===== src/rtl/ea_seq.sv =====
module ea_seq #(
  parameter int OFS_W = 16,
  parameter int SEG_W = 16,
  parameter int RA_W  = 3,
  parameter int FL_W  = 4
) (
  input  logic                   clk,
  input  logic                   rst_n,
  input  logic                   start,
  input  logic [2:0]             mode,
  input  logic [OFS_W-1:0]       operand,
  input  logic                   byte_hi,
  input  logic                   sub_dir,
  input  logic [OFS_W-1:0]       pc,
  input  logic [OFS_W-1:0]       rf_data,
  input  logic [SEG_W-1:0]       seg_data,
  input  logic [SEG_W-1:0]       seg_code,
  output logic [RA_W-1:0]        rf_sel,
  output logic [OFS_W-1:0]       mar,
  output logic [1:0]             seg_sel,
  output logic [SEG_W+OFS_W-1:0] lin_addr,
  output logic [7:0]             imm_byte,
  output logic [FL_W-1:0]        flag_we,
  output logic                   carry,
  output logic [2:0]             step,
  output logic                   busy,
  output logic                   done
);
  localparam logic [2:0] M_IMM = 3'd0, M_RDIR = 3'd1, M_RIND = 3'd2,
                         M_MDIR = 3'd3, M_BIDX = 3'd4, M_PCR = 3'd5;
  localparam logic [1:0] SEG_NONE = 2'b00, SEG_DATA = 2'b01, SEG_CODE = 2'b10;

  typedef enum logic [2:0] {ST_IDLE, ST_ONE, ST_C0, ST_C1, ST_C2, ST_C3, ST_FIN} st_t;
  st_t st;

  logic [2:0]       mode_q;
  logic [OFS_W-1:0] opnd_q, op1_q, op2_q, res_q;
  logic             dir_q, bh_q, cin_q;
  logic [OFS_W:0]   sum;

  wire computed = (mode == M_BIDX) || (mode == M_PCR);

  assign sum = dir_q && (mode_q == M_PCR)
             ? {1'b0, op1_q} - {1'b0, op2_q}
             : {1'b0, op1_q} + {1'b0, op2_q} + {{OFS_W{1'b0}}, cin_q};

  always_comb begin
    case (st)
      ST_IDLE: rf_sel = operand[RA_W-1:0];
      ST_C1:   rf_sel = opnd_q[2*RA_W-1:RA_W];
      default: rf_sel = opnd_q[RA_W-1:0];
    endcase
  end

  always_comb begin
    case (st)
      ST_C1:   step = 3'b001;
      ST_C2:   step = 3'b010;
      ST_C3:   step = 3'b011;
      default: step = 3'b000;
    endcase
  end

  assign busy     = (st != ST_IDLE);
  assign done     = (st == ST_FIN);
  assign flag_we  = (st == ST_C2 && mode_q == M_BIDX) ? FL_W'(1) : '0;
  assign lin_addr = {(seg_sel == SEG_CODE) ? seg_code :
                     (seg_sel == SEG_DATA) ? seg_data : {SEG_W{1'b0}}, mar};

  always_ff @(posedge clk or negedge rst_n) begin
    if (!rst_n) begin
      st <= ST_IDLE;
      mode_q <= '0; opnd_q <= '0; dir_q <= 1'b0; bh_q <= 1'b0;
      op1_q <= '0; op2_q <= '0; res_q <= '0; cin_q <= 1'b0;
      mar <= '0; seg_sel <= SEG_NONE; imm_byte <= '0; carry <= 1'b0;
    end else begin
      case (st)
        ST_IDLE: if (start) begin
          mode_q <= mode; opnd_q <= operand; dir_q <= sub_dir; bh_q <= byte_hi;
          st <= computed ? ST_C0 : ST_ONE;
        end
        ST_ONE: begin
          case (mode_q)
            M_RIND:  begin mar <= rf_data; seg_sel <= SEG_DATA; end
            M_MDIR:  begin mar <= opnd_q;  seg_sel <= SEG_DATA; end
            M_RDIR:  ;
            default: imm_byte <= bh_q ? opnd_q[15:8] : opnd_q[7:0];
          endcase
          st <= ST_FIN;
        end
        ST_C0: begin
          op1_q <= (mode_q == M_PCR) ? pc : rf_data;
          cin_q <= 1'b0;
          st <= ST_C1;
        end
        ST_C1: begin
          op2_q <= (mode_q == M_PCR) ? opnd_q : rf_data;
          st <= ST_C2;
        end
        ST_C2: begin
          res_q <= sum[OFS_W-1:0];
          if (mode_q == M_BIDX) carry <= sum[OFS_W];
          st <= ST_C3;
        end
        ST_C3: begin
          mar <= res_q;
          seg_sel <= (mode_q == M_PCR) ? SEG_CODE : SEG_DATA;
          st <= ST_FIN;
        end
        default: st <= ST_IDLE;
      endcase
    end
  end

  AST_STEP_ORDER: assert property (@(posedge clk) disable iff (!rst_n)
    (step == 3'b010) |-> ($past(step) == 3'b001));
  AST_DONE_PULSE: assert property (@(posedge clk) disable iff (!rst_n)
    done |=> !done);
  AST_IDLE_STEP: assert property (@(posedge clk) disable iff (!rst_n)
    !busy |-> (step == 3'b000));
  AST_FLAG_MASK: assert property (@(posedge clk) disable iff (!rst_n)
    (flag_we != '0) |-> (flag_we == FL_W'(1) && step == 3'b010));
  AST_NO_LOAD: assert property (@(posedge clk) disable iff (!rst_n)
    (done && (mode_q == M_IMM || mode_q == M_RDIR)) |-> ($stable(mar) && $stable(seg_sel)));
  AST_PCR_CARRY: assert property (@(posedge clk) disable iff (!rst_n)
    (step == 3'b011 && mode_q == M_PCR) |-> $stable(carry));
endmodule


===== config.mk =====
export PLATFORM = sky130hd
export DESIGN_NAME = ea_seq
export DESIGN_NICKNAME = d
export VERILOG_FILES = /design/src/rtl/ea_seq.sv
export SDC_FILE = /design/constraint.sdc
export NUM_CORES = 1
export LEC_CHECK = 0
export BUFFER_PORTS_ARGS = -buffer_cell sky130_fd_sc_hd__buf_2
export CORE_UTILIZATION = 40
export DETAILED_ROUTE_END_ITERATION = 10
export SLEW_MARGIN = 20
export SYNTH_ARGS = -nofsm -noshare
export SYNTH_HDL_FRONTEND = slang
export SYNTH_SLANG_ARGS = --single-unit

===== constraint.sdc =====
create_clock -name clk -period 4.2 [get_ports clk]
set_input_delay 0.21 -clock clk [delete_from_list [all_inputs] [get_ports clk]]
set_output_delay 0.21 -clock clk [all_outputs]
set_load 0.03 [all_outputs]

Yosys cells after proc, flatten, opt, wreduce, memory -nomap -nowiden
Index checks and enable logic that the tools add are counted.
{"block": "word_totals", "inputBits": 88, "out_inout_bits": 71, "register_bits": 99}
{"block": "op_classes", "n_reduce_logical": 14, "add_sub_neg": 2, "bitwise": 1, "n_mux": 17, "eq_ne": 18}
{"operator": "$mux W16", "n": 4}
{"operator": "$pmux W16 S2", "n": 2}
{"operator": "$eq A3 B3 Y1 const B", "n": 7}
{"operator": "$add A16 B16 Y17", "n": 1}
{"operator": "$mux W17", "n": 1}
{"operator": "$sub A16 B16 Y17", "n": 1}
{"operator": "$pmux W3 S5", "n": 1}
{"operator": "$eq A3 B2 Y1 const B", "n": 4}
{"operator": "$reduce_and A2 Y1", "n": 5}
{"operator": "$mux W8", "n": 1}
{"operator": "$eq A3 B1 Y1 const B", "n": 2}
{"operator": "$mux W2", "n": 3}
{"operator": "$pmux W2 S3", "n": 1}
{"operator": "$pmux W3 S2", "n": 1}
{"operator": "$ne A2 B2 Y1 const B", "n": 2}
{"operator": "$pmux W2 S2", "n": 1}
{"operator": "$reduce_or A2 Y1", "n": 2}
{"operator": "$logic_not A3 Y1", "n": 1}
{"operator": "$mux W3", "n": 1}
{"operator": "$ne A3 B3 Y1 const B", "n": 1}
{"operator": "$reduce_bool A3 Y1", "n": 1}
{"operator": "$reduce_or A3 Y1", "n": 1}
{"operator": "$eq A2 B1 Y1 const B", "n": 1}
{"operator": "$eq A2 B2 Y1 const B", "n": 1}
{"operator": "other kinds (5)", "n": 6}

Logic depth before layout (Yosys ltp)
Gate-level depths: netlist (run 1).
{"block": "logic_depth", "depth_word": 5, "depth_mapped": 14, "ltp_nobuf": 13}

Least setup slack after synthesis (run 1)
OpenSTA, ideal clock, no wires.
{"block": "synth_timing", "kind": "flip-flop to flip-flop", "start": "register op2_q[0]", "end": "register carry", "period_less_slack_ns": 3.381, "arrival_ns": 3.315, "n_path_buf": 0, "setup_time_ns": 0.066, "stages_incl_launch_ff": 13, "setup_slack_ns": 0.819, "path_cell_list": "dfrtp_1 inv_1 ha_1 or4b_4 or3b_4 o31ai_1 xor2_1 ha_1 and3_1 and2_1 a2111o_1 o311a_1 nand2_1"}
{"block": "synth_via", "elab_chain_len": 2, "word_cells_on_any_way": 3, "classes_between": "add/sub: 2; mux: 1"}
{"item": "from (decl)", "line": "37", "rtl": "logic [OFS_W-1:0] opnd_q, op1_q, op2_q, res_q;"}
{"item": "from (signal assigned)", "line": "97", "rtl": "op2_q <= (mode_q == M_PCR) ? opnd_q : rf_data;"}
{"item": "$add A16 B16 Y17 / $sub A16 B16 Y17 (equally long branches)", "line": "45, 44"}
{"item": "$mux W17 (*)", "line": "44", "rtl": "? {1'b0, op1_q} - {1'b0, op2_q}"}
{"item": "to (signal assigned)", "line": "102", "rtl": "if (mode_q == M_BIDX) carry <= sum[OFS_W];"}
{"item": "to (decl)", "line": "24", "rtl": "output logic carry,"}
Mark *: on every way between the ends. The rest lies on a longest branch, timed or not.
A chain may end at the register's enable or synchronous reset.

Final worst setup path (run 1)
{"block": "layout_timing", "start": "register op2_q[1]", "end": "register carry"}
Same word-level chain as after synthesis.

==> results.tsv, run 1 <==
metric	value	unit
status	finished, final reports clean	
grt_antenna_before_repair	0	
post_synthesis_register_bit_count	99	
count_of_max_cap_constraint_violations	0	
maximum_fanout_along_the_worst_path	6	
synth_flop_type	dfrtp_1	
global_route_usage_sum	24.9	%
synth-edff-count	0	
design.portCount	159	
ctsRootBufferMaster	clkbuf_16	
timing.final.max_slew_violations	0	
syn2layout_area_growth	18.4	%
rsz0062_at_grt	no	
detail_route.first_pass.iterations	5	
synthesis.area_per_instance	8.71	µm²
setup_viol	0	
hold_viol	0	
post_route_cells_drive_above_1_share	25.9	%
tightestPinTransition	1.01	ns
pre_cts_ws	0.593	ns
endpoint_class_of_the_critical_path	flip-flop	
first_global_vias	4851	
detailedRoute.firstIterationViolations	265	
final_cell_mix	153 x buf_2, 99 x dfrtp_1, 98 x nand2_1	
reg_clk_slew_reported_paths	0.07	ns
worst_skew_pair.late_latency	0.36	ns
required	4.50	ns
floorplan.initialDensity	41.4	%
p_switching	0.00355	W
ys_warn_count	0	
cts_buffer_depth	2	
slew_headroom	32.1	%
die_width	122	µm
num_vias	5208	
die_h	122	µm
p_per_area	1010	mW/mm²
fin_skew	0.00833	ns
stdcell_count	964	
die_area	0.0150	mm²
crit_path_start_kind	flip-flop	
placeableCoreArea	0.0140	mm²
detail_route.wirelength	18.0	mm
pint	0.00340	W
p_total	0.00695	W
final.setup.worst_slack	0.552	ns
async_flop_share	100	%
placement_rows	43	
post-place-cells	946	
static-leakage-power	3.30	nW
dp_wirelength	13.7	mm
vdd.ir_drop.worst	0.265	mV
layout.cells.most_common	buf_2	
grt_pass1_wl	27.2	mm
cts_sinks	99	
power_frac_comb	59.4	%
post_cts.repair.setup_buffers	0	
seq_power_share	28.5	%
worst-endpoint-arrival	3.95	ns
wire_per_inst	18.7	µm
finalWorstPathRequiredPeriod	3.65	ns
globalRouteOverflowTotal	0	
drc_errors	0	
detail_route.vias_per_cell	5.40	
timing_worst_setup_path_type	flip-flop to flip-flop	
syn_inst	665	
synth.lib_cells_used.distinct	54	
final_net_count	884	
setup-tns-final	0	ns
fmaxAchievable	0.274	GHz
pin_count_of_the_biggest_net_entering_global_routing	66	
worst_hold_path_type	input pin to flip-flop	
postLayoutCoreUtil	49.1	%
fill_cell_total_of_the_finished_layout	1372	
clock_tree_from_tritoncts	yes	
postRouteAntennaNets	0	
cts-htree-levels	3	
final.period_utilization	86.9	%
switching_share	51.0	%
synth_sequential_area_ratio	42.8	%
number_of_buffers_created_by_cts	9	
port_buffers	154	
clock_power_share	12.1	%
synthesis.area	0.00579	mm²
globalplace.congestion	0.864	
## power groups by stage
stage	Combinational (W)	Sequential (W)	Clock [W]
floorplan	0.00303	0.00196	0
global placement	0.00406	0.00197	0
detailed placement	0.00410	0.00199	0
CTS	0.00412	0.00197	0.000854
global route	0.00458	0.00205	0.000891
finish	0.00413	0.00198	0.000840
## kinds of logic after synthesis
kind of cell	count (synthesis)	synth area share, %
buffers and inverters	73	6.02
AOI/OAI and AO/OA	218	22.0
and+or+nand+nor	202	15.9
other	1	0.0647
muxes	29	5.46
xor gates and xnor gates	25	3.78
DFF	99	42.8
adders and majority gates	18	4.02
## flip-flops by register name (all words and copies together), names as in the netlist, 2 cells and up
| name | cells |
|---|---|
| mar | 16 |
| op1_q | 16 |
| op2_q | 16 |
| opnd_q | 16 |
| res_q | 16 |
| imm_byte | 8 |
| mode_q | 3 |
| st | 3 |
| seg_sel | 2 |
## routing by layer
metal  wire length [µm]  GRT usage (%)  up-vias
met5                  0              0        -
met4                212           7.32        0
met3               1050           2.97       11
met2               8440           40.7      182
met1               8310           34.5     2478
li1                   -              -     2537
## Yosys cell counts, types with 2 or more instances
cell	n	area, µm²
ha_1	17	213
a21o_1	2	15.0
mux2_2	21	236
a211oi_1	6	45.0
dfrtp_1	99	2480
xor2_1	15	131
nand2b_1	5	31.3
inv_1	12	45.0
nor3_1	3	15.0
nor2b_1	20	125
a22o_1	17	149
a22oi_1	4	30.0
o21ai_0	62	310
xnor2_1	10	87.6
buf_4	20	150
clkbuf_1	35	131
nor2_1	38	143
nand2_1	98	368
o211ai_1	3	22.5
o31ai_1	8	60.1
a21oi_1	96	480
buf_1	6	22.5
and3_1	2	12.5
mux2i_1	8	80.1
nand3_1	18	90.1
and2_1	5	31.3
a31oi_1	4	25.0
o21a_1	4	30.0
nor3b_1	2	15.0
## metrics by stage
step	hold WS (ns)	instance area [µm²]
2_1_floorplan	-0.0856	5810
3_3_place_gp	0.359	6540
3_5_place_dp	0.378	6540
4_1_cts	0.0743	6850
5_1_grt	0.0830	6860
6_report	0.0809	6860
## final timing paths
check | from | end | slack (ns) | cells after the start
max reg2reg | op2_q[1] | carry | 0.55 | 12
max in group asynchronous | rst_n | bh_q | 2.69 | 3
max | op2_q[1] | carry | 0.55 | 12
min in group asynchronous | rst_n | opnd_q[3] | 0.50 | 2
min | sub_dir | dir_q | 0.08 | 2
min reg2reg | imm_byte[3] | imm_byte[3] | 0.48 | 2
## what timing repair did
item	in CTS	in global routing
gates resized for setup	0	0
hold buffers	1	0
hold endpoints to repair	3	0
## area by class of cell
| cell class | count | area (µm²) | share of cell area, % |
|---|---|---|---|
| Clock buffer | 10 | 229 | 3.34 |
| Tap cell | 180 | 225 | 3.28 |
| Clock inverter | 6 | 63.8 | 0.930 |
| Inverter | 12 | 45.0 | 0.656 |
| Timing Repair Buffer | 160 | 821 | 12.0 |
| Multi-Input combinational cell | 496 | 3000 | 43.7 |
| Sequential cell | 99 | 2480 | 36.1 |
| Antenna cell | 1 | 2.50 | 0.0365 |
## critical path, cell delays in order, from the launching register on
cell and delay (ns):
dfrtp_1 0.41, inv_1 0.11, ha_1 0.19, or4b_4 0.48
or3b_4 0.43, o31ai_1 0.24, xor2_1 0.17, ha_1 0.32
and3_1 0.21, and2_1 0.17, a2111o_1 0.43, o311a_1 0.37
nand2_1 0.06
Power figures use the tool's default switching activity.
==> inputs of run 2 (changes only) <==
==> constraint.sdc (replaced) <==
create_clock -name clk -period 4.65 [get_ports clk]
set_input_delay 0.2325 -clock clk [delete_from_list [all_inputs] [get_ports clk]]
set_output_delay 0.2325 -clock clk [all_outputs]
set_load 0.03 [all_outputs]
==> run 2 against run 1 <==
  * The run now ends with negative hold slack left
  * Final cell count is 0.41% lower
  * Maximum frequency is 2.7% lower
  * Flip-flop and latch count stayed put
  * Count of clock-buffer cells in the layout increased by 3
  * Sequential power is 9% lower
  * Clock skew fell by 0.0021 ns
  * Final area decreased by 0.16%
  * Via count is 0.83% higher
  * Global-route usage down 0.21 points
  * Combinational power down 10%
  * Critical path depth is 1 lower
  * Critical path type unchanged
  * Critical endpoint unchanged
==> results.tsv, run 2 (synthesized netlist as in run 1, its figures left out) <==
metric	value	unit	change
static-leakage-power	3.30	nW	about the same
required	4.94	ns	was 4.50 ns
cts-htree-levels	3		unchanged
setup_viol	0		unchanged
post_route_cells_drive_above_1_share	25.6	%	was 25.9%
global_route.usage.met3	2.97	%	unchanged
detail_route.wirelength	18.0	mm	about the same
timing.rr.end	carry		unchanged
maximum_fanout_along_the_worst_path	20		was 6
ctsResizeCount	0		unchanged
ff2ff_path_depth	11		was 12
globalRoute.busiestLayer	met2		unchanged
endpoint_class_of_the_critical_path	flip-flop		unchanged
floorplan.initialDensity	41.4	%	unchanged
globalplace.congestion	0.873		was 0.864
finish.instance_area	0.00685	mm²	was 0.00686 mm²
postRouteAntennaNets	0		unchanged
stdcell_count	960		was 964
met2_usage	40.1	%	was 40.7%
pre_cts_ws	0.983	ns	was 0.593 ns
number_of_buffers_created_by_cts	9		unchanged
final_cell_mix	153 x buf_2, 99 x dfrtp_1, 98 x nand2_1		unchanged
timing.final.max_slew_violations	0		unchanged
fmaxAchievable	0.267	GHz	was 0.274 GHz
reg_clk_slew_reported_paths	0.07	ns	about the same
grt_antenna_before_repair	0		unchanged
wire_per_inst	18.7	µm	about the same
design.portCount	159		unchanged
worst_skew_pair.late_latency	0.35	ns	was 0.36 ns
port_buffers	154		unchanged
vdd.ir_drop.worst	0.277	mV	was 0.265 mV
worst_hold_path_type	input pin to async pin		was input pin to flip-flop
final_net_count	881		was 884
num_vias	5251		was 5208
final.period_utilization	80.7	%	was 86.9%
final.setup.worst_slack	0.899	ns	was 0.552 ns
pin_count_of_the_biggest_net_entering_global_routing	66		unchanged
hold_viol	15		was 0
status	finished with violations		was finished, final reports clean
p_per_area	920	mW/mm²	was 1010 mW/mm²
syn2layout_area_growth	18.2	%	was 18.4%
r2r_start	mode_q[0]		was op2_q[1]
worst_hold_slack	-0.0336	ns	was 0.0809 ns
placement_rows	43		unchanged
dp_wirelength	13.8	mm	was 13.7 mm
dpl-instance-area	0.00653	mm²	was 0.00654 mm²
worst_setup_path_startpoint	mode_q[0]		was op2_q[1]
grt_pass1_wl	27.0	mm	was 27.2 mm
worst-endpoint-arrival	4.04	ns	was 3.95 ns
post_cts.repair.setup_buffers	0		unchanged
cts_buffer_depth	2		unchanged
worstSetupEndpoint	carry		unchanged
setup-tns-final	0	ns	unchanged
global_route_usage_sum	24.7	%	was 24.9%
fin_skew	0.00626	ns	was 0.00833 ns
die_area	0.0150	mm²	unchanged
detail_route.vias_per_cell	5.47		was 5.40
rsz0062_at_grt	no		unchanged
tightestPinTransition	1.03	ns	was 1.01 ns
drc_errors	0		unchanged
die_h	122	µm	unchanged
timing_worst_setup_path_type	flip-flop to flip-flop		unchanged
post-place-cells	944		was 946
count_of_max_cap_constraint_violations	0		unchanged
slew_headroom	31.0	%	was 32.1%
ctsRootBufferMaster	clkbuf_16		unchanged
finalWorstPathRequiredPeriod	3.75	ns	was 3.65 ns
die_width	122	µm	unchanged
detailedRoute.firstIterationViolations	364		was 265
placeableCoreArea	0.0140	mm²	unchanged
first_global_vias	4947		was 4851
cts_hold_repair.buffers	0		was 1
layout.cells.most_common	buf_2		unchanged
clock_tree_from_tritoncts	yes		unchanged
globalRouteOverflowTotal	0		unchanged
gr-usage-met1	33.2	%	was 34.5%
crit_path_start_kind	flip-flop		unchanged
cts_sinks	99		unchanged
antennaDiodeCount	0		was 1
failing_checks	negative hold slack		
slack_of_the_worst_reg_to_reg_path	0.90	ns	was 0.55 ns
detail_route.first_pass.iterations	5		unchanged
[run 2: cell types whose count changed in the layout (fill, tap and decap cells not counted), sizes merged]
| cell | delta |
|---|---|
| diode | -1 |
| buf | -2 |
| clkbuf | +3 |
| clkinvlp | -2 |
| dlygate4sd3 | -1 |
| clkinv | -1 |
[run 2: area by class of cell]
cell class	instances	area [µm²]
clock buffers	13	270
flip-flops and latches	99	2480
well taps	180	225
repair buffers	157	796
clock inverters	3	43.8
inverters	12	45.0
fillers	1377	7140
multi-input cells	496	2990
[run 2: where the power goes]
group          switching (W)  total, W  internal [W]  leakage [nW]
Clock               0.000327  0.000790      0.000463         0.156
Sequential          0.000518   0.00180       0.00129          1.19
Combinational        0.00235   0.00371       0.00136          1.96
[run 2: layer usage]
layer	vias to the layer above	routed length [µm]	share of wire (%)
met5	-	0	0
met2	212	8390	47
met1	2483	7990	44
li1	2530	-	-
met3	26	1080	6.0
met4	0	512	2.8
[run 2: stage by stage]
stage,total power (W),utilization (%)
5_1_grt,0.00682,49.0
2_1_floorplan,0.00450,-
3_3_place_gp,0.00545,46.7
6_report,0.00631,49.0
3_5_place_dp,0.00550,46.7
4_1_cts,0.00630,48.9
[run 2: worst min path at each step]
stage	slack, ns	to	depth (start not counted)	startpoint
global placement	0.38	opnd_q[5]	1	rst_n
detailed placement	0.39	opnd_q[5]	1	rst_n
finish	-0.03	opnd_q[5]	1	rst_n
global route	0.06	opnd_q[5]	1	rst_n
floorplan	-0.06	bh_q	0	rst_n
CTS	0.008	opnd_q[5]	1	rst_n
[run 2: worst max-delay path, cell delays in order, from the launching register on]
cell	delay, ns
dfrtp_1	0.74
and3b_2	0.53
and2_0	0.35
a21oi_1	0.10
xnor2_1	0.16
ha_1	0.37
a21oi_1	0.23
o21ai_0	0.18
nor3b_1	0.18
a2111o_1	0.41
o311a_1	0.37
nand2_1	0.05
